### config.mk
export PLATFORM = sky130hd
export DESIGN_NAME = pci_irq_ctrl
export DESIGN_NICKNAME = d
export VERILOG_FILES = /design/src/rtl/pirq_pkg.sv /design/src/rtl/pirq_addr_dec.sv /design/src/rtl/pirq_regbank.sv /design/src/rtl/pirq_prio.sv /design/src/rtl/pci_irq_ctrl.sv
export SDC_FILE = /design/constraint.sdc
export NUM_CORES = 1
export LEC_CHECK = 0
export BUFFER_PORTS_ARGS = -buffer_cell sky130_fd_sc_hd__buf_4
export CORE_UTILIZATION = 50
export CTS_CLUSTER_DIAMETER = 150
export DETAILED_ROUTE_END_ITERATION = 8
export GPL_ROUTABILITY_DRIVEN = 0
export HOLD_SLACK_MARGIN = 0.06
export PLACE_DENSITY = 0.82
export REMOVE_ABC_BUFFERS = 1
export SYNTH_ARGS = -nofsm -noshare
export SYNTH_HDL_FRONTEND = slang
export SYNTH_HIERARCHICAL = 1
export SYNTH_SLANG_ARGS = --single-unit
### constraint.sdc
create_clock -name clk -period 6.9 [get_ports clk]
set_input_delay 1.035 -clock clk [delete_from_list [all_inputs] [get_ports clk]]
set_output_delay 1.035 -clock clk [all_outputs]
set_load 0.01 [all_outputs]
### src/rtl/pirq_pkg.sv
package pirq_pkg;
   // Register selected by a word address
   typedef enum logic [1:0] {
      SEL_NONE = 2'd0,
      SEL_STAT = 2'd1,
      SEL_MASK = 2'd2,
      SEL_GEN  = 2'd3
   } reg_sel_e;

   // Lowest set bit of a 32-bit vector, or 0 when none is set
   function automatic int unsigned lowest_set(input logic [31:0] v);
      int unsigned r;
      r = 0;
      for (int i = 31; i >= 0; i--) begin
         if (v[i]) r = i;
      end
      return r;
   endfunction
endpackage

### src/rtl/pirq_addr_dec.sv
module pirq_addr_dec
   import pirq_pkg::*;
#(
   parameter int ADDR_W  = 10,
   parameter int STAT_WA = 'h140,
   parameter int MASK_WA = 'h141,
   parameter int GEN_WA  = 'h142
) (
   input  logic [ADDR_W-1:0] addr,
   output reg_sel_e          sel
);
   localparam logic [ADDR_W-1:0] A_STAT = ADDR_W'(STAT_WA);
   localparam logic [ADDR_W-1:0] A_MASK = ADDR_W'(MASK_WA);
   localparam logic [ADDR_W-1:0] A_GEN  = ADDR_W'(GEN_WA);

   always_comb begin
      if (addr == A_STAT)      sel = SEL_STAT;
      else if (addr == A_MASK) sel = SEL_MASK;
      else if (addr == A_GEN)  sel = SEL_GEN;
      else                     sel = SEL_NONE;
   end
endmodule

### src/rtl/pirq_regbank.sv
module pirq_regbank
   import pirq_pkg::*;
#(
   parameter int NSRC   = 32,
   parameter int DATA_W = 32
) (
   input  logic              clk,
   input  logic              rst_n,
   input  logic [NSRC-1:0]   evt,
   input  logic              wr_en,
   input  reg_sel_e          sel,
   input  logic [DATA_W-1:0] wdata,
   output logic [NSRC-1:0]   stat_q,
   output logic [NSRC-1:0]   mask_q,
   output logic              gen_q
);
   logic [NSRC-1:0] clr_bits;
   logic [NSRC-1:0] stat_d;

   // Clear bits come only from a status write; events are ORed in last, so they win
   assign clr_bits = (wr_en && sel == SEL_STAT) ? wdata[NSRC-1:0] : '0;
   assign stat_d   = (stat_q & ~clr_bits) | evt;

   always_ff @(posedge clk or negedge rst_n) begin
      if (!rst_n) begin
         stat_q <= '0;
         mask_q <= '0;
         gen_q  <= 1'b0;
      end else begin
         stat_q <= stat_d;
         if (wr_en && sel == SEL_MASK) mask_q <= wdata[NSRC-1:0];
         if (wr_en && sel == SEL_GEN)  gen_q  <= wdata[0];
      end
   end
endmodule

### src/rtl/pirq_prio.sv
module pirq_prio #(
   parameter int NSRC  = 32,
   parameter int IDX_W = 5
) (
   input  logic [NSRC-1:0]  pend,
   output logic [IDX_W-1:0] idx,
   output logic             any
);
   // Scan from the top down so the lowest set bit is the last one assigned
   always_comb begin
      idx = '0;
      for (int i = NSRC - 1; i >= 0; i--) begin
         if (pend[i]) idx = IDX_W'(i);
      end
   end

   assign any = |pend;
endmodule

### src/rtl/pci_irq_ctrl.sv
module pci_irq_ctrl
   import pirq_pkg::*;
#(
   parameter int NSRC      = 32,
   parameter int DATA_W    = 32,
   parameter int ADDR_W    = 10,
   parameter int STAT_BYTE = 'h500,
   parameter int MASK_BYTE = 'h504,
   parameter int GEN_BYTE  = 'h508,
   parameter bit IRQ_REG   = 1'b0,
   localparam int IDX_W    = (NSRC > 1) ? $clog2(NSRC) : 1
) (
   input  logic              clk,
   input  logic              rst_n,
   input  logic [NSRC-1:0]   src_evt,
   input  logic              reg_wr,
   input  logic [ADDR_W-1:0] reg_addr,
   input  logic [DATA_W-1:0] reg_wdata,
   output logic [DATA_W-1:0] reg_rdata,
   output logic [NSRC-1:0]   pend_vec,
   output logic              pend_any,
   output logic [IDX_W-1:0]  pend_idx,
   output logic              irq_out
);
   localparam int STAT_WA = STAT_BYTE / 4;
   localparam int MASK_WA = MASK_BYTE / 4;
   localparam int GEN_WA  = GEN_BYTE / 4;

   // Elaboration-time parameter checks
   if (NSRC < 1 || NSRC > DATA_W) begin : g_bad_nsrc
      $error("NSRC must lie in 1..DATA_W");
   end
   if ((STAT_BYTE % 4) != 0 || (MASK_BYTE % 4) != 0 || (GEN_BYTE % 4) != 0) begin : g_bad_align
      $error("register offsets must be word aligned");
   end
   if (STAT_WA == MASK_WA || STAT_WA == GEN_WA || MASK_WA == GEN_WA) begin : g_bad_overlap
      $error("register offsets must be distinct");
   end
   if (STAT_WA >= (1 << ADDR_W) || MASK_WA >= (1 << ADDR_W) || GEN_WA >= (1 << ADDR_W)) begin : g_bad_addr
      $error("ADDR_W too small for register offsets");
   end

   reg_sel_e        sel;
   logic [NSRC-1:0] stat_q;
   logic [NSRC-1:0] mask_q;
   logic            gen_q;
   logic            irq_d;

   pirq_addr_dec #(
      .ADDR_W (ADDR_W),
      .STAT_WA(STAT_WA),
      .MASK_WA(MASK_WA),
      .GEN_WA (GEN_WA)
   ) u_dec (
      .addr(reg_addr),
      .sel (sel)
   );

   pirq_regbank #(
      .NSRC  (NSRC),
      .DATA_W(DATA_W)
   ) u_regs (
      .clk   (clk),
      .rst_n (rst_n),
      .evt   (src_evt),
      .wr_en (reg_wr),
      .sel   (sel),
      .wdata (reg_wdata),
      .stat_q(stat_q),
      .mask_q(mask_q),
      .gen_q (gen_q)
   );

   assign pend_vec = stat_q & mask_q;

   pirq_prio #(
      .NSRC (NSRC),
      .IDX_W(IDX_W)
   ) u_prio (
      .pend(pend_vec),
      .idx (pend_idx),
      .any (pend_any)
   );

   // Read mux
   always_comb begin
      unique case (sel)
         SEL_STAT: reg_rdata = DATA_W'(stat_q);
         SEL_MASK: reg_rdata = DATA_W'(mask_q);
         SEL_GEN:  reg_rdata = DATA_W'(gen_q);
         default:  reg_rdata = '0;
      endcase
   end

   assign irq_d = gen_q & pend_any;

   // Output variant: straight from the registers, or one flop later
   if (IRQ_REG) begin : g_irq_flop
      logic irq_q;
      always_ff @(posedge clk or negedge rst_n) begin
         if (!rst_n) irq_q <= 1'b0;
         else        irq_q <= irq_d;
      end
      assign irq_out = irq_q;
   end else begin : g_irq_comb
      assign irq_out = irq_d;
   end
endmodule

==> results.md, run 1 <==
- ANT cells: 0
- Period utilization: between 60% and 70%
- Maxcap violations: 0
- Number of global-route vias before repair: about 3.2k
- Die width: between 80 and 90 um
- Via-to-Cell Ratio: 5.48
- Leading area contributor after synthesis: dfrtp_1
- Synth Instances: around 350
- Arr. time, crit path: between 3 and 4 ns
- CP required: just under 6 ns
- Tmin final: 4.71 ns
- Die area: 7670 um^2
- Commonest non-fill, non-tap cell in the layout: buf_4
- Main synth FF type: dfrtp_1
- Peak supply drop: ~0.11 mV
- Resized cells post-CTS: 0
- CTS H-tree depth: 3
- Worst clock skew: 0 ns
- DPL Wire Length: just over 7000 um
- Final number of setup-violating endpoints: 0
- Detailed Routing Iterations Pass 1: 5
- Slew headroom: 20.2%
- DR DRC count: 0
- Remaining antenna violation count: 0
- Cell Count Post-Placement: about 580
- Max Freq: between 0.2 and 0.25 GHz
- # rows: 30
- Status: complete, no violations
- Total track usage: between 20% and 30%
- Crit. End Element: output pin
- Post-Syn Area: roughly 3700 um^2
- Via count: roughly 3.3k
- Asr flop ratio synth: 100%
- Met2 Usage GRT: between 40% and 50%
- Register bit total from synthesis: 65
- Nets: between 500 and 600
- Initial detailed-routing violation count: 139
- Type of origin of the critical path: primary input
- HP Class: flop to flop
- Unrepaired setup endpoints after global routing: no
- Number of synthesized flops with an enable pin: 0
- Final Hold Fails: 0
- Worst skew pair latency: around 0.33 ns
- First-pass GRT wire length: between 15000 and 20000 um
- Die Span Y: just under 90 um
- Power density cells: approximately 170 nW/um^2
- Seq/Total Area, Yosys: ~44%
- Least-Margin Pin Slew: between 1 and 1.5 ns
- Pins Over Slew Limit: 0
- Grt met1 use: between 30 and 40%
- CTS buffer count: 9
- Clock sinks: between 60 and 70
- Routed Wire Length: between 9000 and 10000 um
- GRT met3 Usage: under 10%
- CTS Hold Bufs: 0
- Syn_area_per_cell: between 10 and 15 um^2
- Commonest non-fill, non-tap cells in the layout: buf_4, dfrtp_1, nor2_1
- CP Class: primary input to output pin
- Area of the core: 6940 um^2
- Synth cell types: 37
- Syn. warnings: 6
- Starting Density: approximately 53%
- Max Root-Sink Buffers: 2
- Synth top area share: about 44%
- Most Crowded Layer GR: met2
- Detailed-route wire length per cell: 16.4 um
- Fillers: 548
- CP Max Fanout: 31
- Final global-route overflow total: 0
- Largest net degree at the start of global routing: 66
- Postcts setup bufs: 0
- Clock root cell: clkbuf_8
- Finished Layout Cells: around 590
- Initial antenna violation count: 0
- Layout area overhead: 34.6%
- Fraction of layout cells with a size suffix above 1: between 40 and 50%
- Worst-path clk slew: about 0.060 ns
- CTS tree: done
- Num ports: about 150
- Setup tns final: 0 ns
- P_leak: between 2 and 3 nW
- Synth area leaders: dfrtp_1, mux2_4, a22o_1, and2_1, a31oi_1
- Port bufs: 147
## registers in the layout, indices dropped and copies added (netlist names)
signal	cells
u_regs/stat_q	32
u_regs/gen_q	1
u_regs/mask_q	32
## stage by stage
| step | total power [W] | hold slack [ns] | utilization (%) | instance area (um^2) | worst slack, ns |
|---|---|---|---|---|---|
| after global routing | 0.000861 | 0.553 | 70.9 | 4930 | 1.97 |
| after floorplan | 0.000463 | 0.465 | - | 3520 | 2.21 |
| after detailed placement | 0.000553 | 0.515 | 68.6 | 4760 | 2.15 |
| after CTS | 0.000831 | 0.534 | 70.9 | 4930 | 2.16 |
| final | 0.000825 | 0.532 | 70.9 | 4930 | 2.19 |
| after global placement | 0.000550 | 0.481 | 68.6 | 4760 | 2.26 |
## final cells by class
class | instances | area (um^2) | share of cell area, %
multi-input combinational | 232 | 1760 | 35.7
sequential | 65 | 1630 | 33.0
timing repair buffer | 149 | 1120 | 22.7
clock buffer | 14 | 163 | 3.30
inverter | 37 | 139 | 2.82
tap | 96 | 120 | 2.44
## critical path, cell delays in order
cell and delay, ns:
buf_4 0.10, or4_1 0.53, nor3_1 0.55, and2b_1 1.01, a22o_1 0.28, buf_4 0.13
## path summary, 6_finish.rpt
| check | end | slack (ns) | depth (start not counted) | startpoint |
|---|---|---|---|---|
| min in group asynchronous | u_regs/stat_q[16]$_DFF_PN0_ | 0.78 | 1 | rst_n |
| max in group asynchronous | u_regs/mask_q[26]$_DFFE_PN0P_ | 5.58 | 1 | rst_n |
| worst min register to register | u_regs/mask_q[20]$_DFFE_PN0P_ | 0.53 | 1 | u_regs/mask_q[20]$_DFFE_PN0P_ |
| worst max-delay path | reg_rdata[3] | 2.19 | 6 | reg_addr[3] |
| worst max register to register | u_regs/stat_q[13]$_DFF_PN0_ | 6.11 | 2 | u_regs/stat_q[13]$_DFF_PN0_ |
| worst min-delay path | u_regs/mask_q[20]$_DFFE_PN0P_ | 0.53 | 1 | u_regs/mask_q[20]$_DFFE_PN0P_ |
## power breakdown
group	internal [W]	leakage, nW	switching, W
Combinational	0.0000819	1.68	0.0000735
Clock	0.000147	0.0826	0.000132
Sequential	0.000387	0.738	0.00000420
## kinds of logic (layout without fill, tap and decap cells)
logic type / count (synthesis) / count (layout) / share of synthesized area [%]
and+or+nand+nor: 111 / 111 / 17.0
AOI/OAI and AO/OA: 86 / 86 / 17.2
DFF: 65 / 65 / 44.4
buffers and inverters: 51 / 200 / 7.59
muxes: 34 / 34 / 13.5
xor gates and xnor gates: 1 / 1 / 0.239
## cell usage after synthesis, types with 3 or more instances
cell and number:
a21oi_1 7, a22o_1 32, a31oi_1 31, and2_1 34, buf_2 3, buf_6 11, dfrtp_1 65, inv_1 37
mux2_2 4, mux2_4 30, nand2_1 3, nor2_1 41, nor3_1 7, nor4_1 7, o31ai_1 4, or4_1 3
## layer usage
layer  up-vias  part of all wire [%]  wire length [um]
li1       1541                     -                 -
met1      1572                    44              4240
met2       125                    49              4720
met3        13                   6.2               606
met4         0                   1.4               133
met5         -                     0                 0
Note: power is estimated with default switching activity, not from simulation.
==> inputs of run 2 (changes only) <==
--- a/config.mk
+++ b/config.mk
@@ -5,13 +5,14 @@
 export SDC_FILE = /design/constraint.sdc
 export NUM_CORES = 1
 export LEC_CHECK = 0
+export ABC_AREA = 1
 export BUFFER_PORTS_ARGS = -buffer_cell sky130_fd_sc_hd__buf_4
 export CORE_UTILIZATION = 50
 export CTS_CLUSTER_DIAMETER = 150
 export DETAILED_ROUTE_END_ITERATION = 8
 export GPL_ROUTABILITY_DRIVEN = 0
 export HOLD_SLACK_MARGIN = 0.06
-export PLACE_DENSITY = 0.82
+export PLACE_DENSITY = 0.8
 export REMOVE_ABC_BUFFERS = 1
 export SYNTH_ARGS = -nofsm -noshare
 export SYNTH_HDL_FRONTEND = slang
==> constraint.sdc (replaced) <==
create_clock -name clk -period 4.4 [get_ports clk]
set_input_delay 0.66 -clock clk [delete_from_list [all_inputs] [get_ports clk]]
set_output_delay 0.66 -clock clk [all_outputs]
set_load 0.01 [all_outputs]
==> results.md, run 2 <==
- Final Hold Fails: 0
- CP required: 3.74 ns
- Max Root-Sink Buffers: 2
- Postcts setup bufs: 0
- Least-Margin Pin Slew: ~1.2 ns
- Synth Area in Simple Gates: a little over a third
- Worst clock skew: 0 ns
- Fraction of layout cells with a size suffix above 1: 31.6%
- Final core utilization: around 67%
- CP top delay family: simple AND/OR/NAND/NOR gates
- Unrepaired setup endpoints after global routing: no
- Maxcap violations: 0
- Number of synthesized flops with an enable pin: 0
- Synth cell types: 29
- Clock root cell: clkbuf_8
- Crit path cell chain: buf_4 > inv_1 > nand2_1 > nor2_1 > nand2_1 > nor2_1 > inv_2 > nor2_4 > nand2_1 > nand2_1 > buf_4
- Setup tns final: 0 ns
- Asr flop ratio synth: 100%
- Synth Instances: about 610
- Commonest non-fill, non-tap cells in the layout: nand2_1, buf_4, inv_1
- Slowest cell on crit path: nor2_4
- Biggest regs: u_regs/mask_q (32), u_regs/stat_q (32), u_regs/gen_q (1)
- Detailed Routing Iterations Pass 1: 4
- Status: complete, no violations
- ANT cells: 0
- HP Class: primary input to async pin
- Seq/Total Area, Yosys: between 30 and 40%
- Initial detailed-routing violation count: between 150 and 200
- Post-Synth Adder-Cell Area: 0%
- Commonest cells in the netlist: nand2_1, inv_1, dfrtp_1
- Final number of setup-violating endpoints: 0
- Commonest non-fill, non-tap cell in the layout: nand2_1
- Syn. warnings: 6
- Pins Over Slew Limit: 0
- Compound-Gate Fraction of Synth Area: approximately 8.4%
- Mux contribution to synthesized area: 0%
- Num ports: 148
- Peak supply drop: roughly 0.17 mV
- DPL Wire Length: just under 8000 um
- Post-route cell area: roughly 5500 um^2
- Die Span Y: approximately 94 um
- Type of origin of the critical path: primary input
- Arr. time, crit path: about 2.8 ns
- P_leak: 3.33 nW
- CTS Hold Bufs: 0
- XOR/XNOR share of the synthesized area: less than 1%
- Remaining antenna violation count: 0
- DR DRC count: 0
- Worst-path clk slew: about 0.070 ns
- Resized cells post-CTS: 0
- Via count: 4170
- Syn_area_per_cell: 6.91 um^2
- Power density cells: about 260 nW/um^2
- Largest family of logic cells by synthesized area: simple AND/OR/NAND/NOR gates
- Total track usage: 27.0%
- CTS tree: done
- # rows: 33
- Die width: 93.7 um
- Placed cell areas: approximately 5300 um^2
- CTS H-tree depth: 3
- Register bit total from synthesis: between 60 and 70
- CP most frequent cell: nand2_1
- First-pass GRT wire length: 18600 um
- Initial antenna violation count: 0
- Port bufs: approximately 150
- Crit path largest cell delay: about 0.66 ns
- CTS buffer count: 9
- CP Max Fanout: 31
- Nets: 822
- Most common cell in the netlist: nand2_1
- Number of global-route vias before repair: 4129
- CP Class: primary input to output pin
- Max Freq: ~0.29 GHz
- Synth area leaders: dfrtp_1, nand2_1, inv_1, o21ai_2, nand4_1
- Starting Density: 51.4%
- Largest net degree at the start of global routing: between 60 and 70
- Layout area overhead: 30.1%
- Via-to-Cell Ratio: a little under 5
- Clock sinks: between 60 and 70
- Worst skew pair latency: around 0.33 ns
- Crit. End Element: output pin
- Post-Syn Area: approximately 4200 um^2
- Synth top area share: between 30% and 40%
- Worst Path Buf+Inv: 4
- Final global-route overflow total: 0
- Routed Wire Length: 11100 um
- Final worst slack: roughly 1 ns
- Tmin final: 3.41 ns
- Area of the core: 8180 um^2
- Slew headroom: 17.8%
- Dpl ws: around 1 ns
- Die area: between 8000 and 9000 um^2
- Leading area contributor after synthesis: dfrtp_1
- Period utilization: just under 80%
- Main synth FF type: dfrtp_1
- Detailed-route wire length per cell: 13.0 um
-- run 2: changes by cell type in the layout (fill, tap and decap cells not counted), sizes merged, moves of 32 or more --
cell / change
mux2: -34
inv: +101
nand2: +268
and2: -34
a22o: -32
-- run 2: power breakdown --
group | total [W] | switching [W] | internal (W)
Sequential | 0.000615 | 0.00000845 | 0.000606
Clock | 0.000527 | 0.000219 | 0.000308
Combinational | 0.000265 | 0.000141 | 0.000124
-- run 2: routing by layer --
layer / vias up / global-route usage [%] / wire, um
li1: 2074 / - / -
met1: 1913 / 35.2 / 4820
met2: 164 / 45.3 / 5360
met3: 19 / 4.13 / 743
met4: 0 / 10.1 / 194
met5: - / 0 / 0
-- run 2: logic make-up after synthesis --
family                    count (synthesis)
and+or+nand+nor                         336
buffers and inverters                   163
DFF                                      65
AOI/OAI and AO/OA                        43
xor gates and xnor gates                  1
-- run 2: path summary, 6_finish.rpt --
| check | start | endpoint | slack (ns) | depth (start not counted) |
|---|---|---|---|---|
| max reg2reg | u_regs/mask_q[0]$_DFFE_PN0P_ | u_regs/mask_q[0]$_DFFE_PN0P_ | 3.69 | 2 |
| max in group asynchronous | rst_n | u_regs/mask_q[28]$_DFFE_PN0P_ | 3.42 | 1 |
| min | rst_n | u_regs/stat_q[20]$_DFF_PN0_ | 0.42 | 1 |
| min in group clk | u_regs/stat_q[4]$_DFF_PN0_ | u_regs/stat_q[4]$_DFF_PN0_ | 0.50 | 2 |
| min reg2reg | u_regs/stat_q[4]$_DFF_PN0_ | u_regs/stat_q[4]$_DFF_PN0_ | 0.50 | 2 |
| max | reg_addr[4] | reg_rdata[19] | 0.99 | 11 |
-- run 2: cell type report --
type | count | area (um^2)
clock buffers | 14 | 173
inverters | 140 | 556
repair buffers | 149 | 1120
clock inverters | 2 | 35.0
fillers | 764 | 2710
flip-flops and latches | 65 | 1630
well taps | 105 | 131
multi-input cells | 380 | 1830
-- run 2: through the flow --
stage,hold WS [ns],std cells,total power (W)
after floorplan,0.364,585,0.000745
after global placement,0.478,839,0.000887
after detailed placement,0.486,839,0.000892
after CTS,0.458,855,0.00143
after global routing,0.502,855,0.00148
final,0.420,855,0.00141
==> inputs of run 3 (changes only) <==
==> constraint.sdc (replaced) <==
create_clock -name clk -period 3.5 [get_ports clk]
set_input_delay 0.525 -clock clk [delete_from_list [all_inputs] [get_ports clk]]
set_output_delay 0.525 -clock clk [all_outputs]
set_load 0.01 [all_outputs]
==> results.md, run 3 (synthesis results as in run 2) <==
- R2R depth: 3
- Status: complete, no violations
- ANT cells: 0
- Via-to-Cell Ratio: slightly below 5
- Port bufs: 147
- Via count: approximately 4.2k
- Detailed Routing Iterations Pass 1: 5
- Routed Wire Length: between 10000 and 15000 um
- Tmin final: between 3 and 4 ns
- # rows: 33
- Least-Margin Pin Slew: slightly above 0.8 ns
- CP Class: flop to output pin
- Slowest cell on crit path: dfrtp_1
- Worst-path clk slew: 0.08 ns
- CTS tree: done
- Detailed-route wire length per cell: around 13 um
- Fraction of layout cells with a size suffix above 1: 32.1%
- Type of origin of the critical path: flop
- Worst hold slack: 0.279 ns
- Final global-route overflow total: 0
- Remaining antenna violation count: 0
- Layout area overhead: 31.0%
- Crit. path cell count: 34
- Commonest non-fill, non-tap cells in the layout: nand2_1, buf_4, inv_1
- Total power: approximately 0.0017 W
- Power density cells: around 310 nW/um^2
- Die area: roughly 8800 um^2
- Commonest non-fill, non-tap cell in the layout: nand2_1
- Num ports: roughly 150
- Largest net degree at the start of global routing: 66
- Final Hold Fails: 0
- Clock sinks: between 60 and 70
- Max Freq: around 0.32 GHz
- Die width: ~94 um
- R2R Path Start: u_regs/mask_q[30]$_DFFE_PN0P_
- CP Max Fanout: 3
- Clock root cell: clkbuf_8
- Pins Over Slew Limit: 0
- CTS Hold Bufs: 0
- Nets: ~830
- P_leak: around 3.4 nW
- Number of global-route vias before repair: about 4.0k
- CP top delay family: simple AND/OR/NAND/NOR gates
- Worst skew pair latency: between 0.3 and 0.4 ns
- Area of the core: ~8200 um^2
- Period utilization: between 80% and 90%
- DPL Wire Length: about 8300 um
- Worst clock skew: 0 ns
- Max Root-Sink Buffers: 2
- Fillers: approximately 740
- Maxcap violations: 0
- Slew headroom: 44.8%
- CTS H-tree depth: 3
- Resized cells post-CTS: 0
- Final number of setup-violating endpoints: 0
- Post-route cell area: between 5000 and 6000 um^2
- Arr. time, crit path: 2.61 ns
- Final core utilization: between 60% and 70%
- CP required: slightly below 3 ns
- Worst setup path end: pend_idx[0]
- Die Span Y: roughly 94 um
- HP Class: primary input to async pin
- Worst R2R End: u_regs/mask_q[30]$_DFFE_PN0P_
- DR DRC count: 0
- Placed cell areas: 5320 um^2
- Biggest regs: u_regs/mask_q (32), u_regs/stat_q (32), u_regs/gen_q (1)
- Initial detailed-routing violation count: 210
- Starting Density: 51.4%
- Setup tns final: 0 ns
- Peak supply drop: approximately 0.16 mV
- Worst Path Buf+Inv: 3
- Crit. End Element: output pin
- Critical Path Source: u_regs/stat_q[30]$_DFF_PN0_
- Total track usage: a little over a quarter
- CTS buffer count: 9
- Reg2reg setup slack: 2.74 ns
- First-pass GRT wire length: around 18000 um
- Initial antenna violation count: 0
- CP most frequent cell: nand2_1
- Crit path largest cell delay: roughly 0.39 ns
==> run 3: cell count changes in the layout (fill, tap and decap cells not counted) <==
cell,previous run,this run
buf_4,149,155
clkinv_2,1,3
buf_12,0,1
clkbuf_8,12,9
==> run 3: worst min path at each step <==
stage | endpoint | depth (start not counted) | from | slack [ns]
5_1_grt | u_regs/mask_q[18]$_DFFE_PN0P_ | 1 | rst_n | 0.36
4_1_cts | u_regs/stat_q[23]$_DFF_PN0_ | 1 | rst_n | 0.30
3_5_place_dp | u_regs/stat_q[16]$_DFF_PN0_ | 2 | u_regs/stat_q[16]$_DFF_PN0_ | 0.48
2_1_floorplan | u_regs/gen_q$_DFFE_PN0P_ | 0 | rst_n | 0.23
3_3_place_gp | u_regs/stat_q[26]$_DFF_PN0_ | 2 | u_regs/stat_q[26]$_DFF_PN0_ | 0.48
6_report | u_regs/stat_q[23]$_DFF_PN0_ | 1 | rst_n | 0.28
==> run 3: cell type report <==
class	instances	area (um^2)	area share (%)
Sequential cell	65	1630	29.6
Clock buffer	11	131	2.39
Timing Repair Buffer	156	1180	21.5
Multi-Input combinational cell	380	1830	33.2
Inverter	140	556	10.1
Clock inverter	4	45.0	0.819
Tap cell	105	131	2.39
==> run 3: where the power goes <==
group | switching [W] | internal [W] | leakage (nW)
combinational | 0.000179 | 0.000156 | 2.53
sequential | 0.0000104 | 0.000762 | 0.738
clock | 0.000284 | 0.000322 | 0.0929
==> run 3: routing by layer <==
layer  up-vias  GRT usage, %  share of wire, %
li1       2090             -                 -
met1      1958          34.8                42
met2       165          45.8                49
met3        16          5.18               7.2
met4         0          10.6               1.7
met5         -             0                 0
==> run 3: repair_timing <==
item	in CTS	in global routing
buffers inserted	0	1
setup endpoints to repair	0	1
endpoints found under the hold margin	0	0
==> run 3: through the flow <==
step           std cells  worst slack (ns)
2_1_floorplan        585             0.106
3_3_place_gp         845             0.729
3_5_place_dp         845             0.698
4_1_cts              860             0.337
5_1_grt              861          -0.00667
6_report             861             0.365
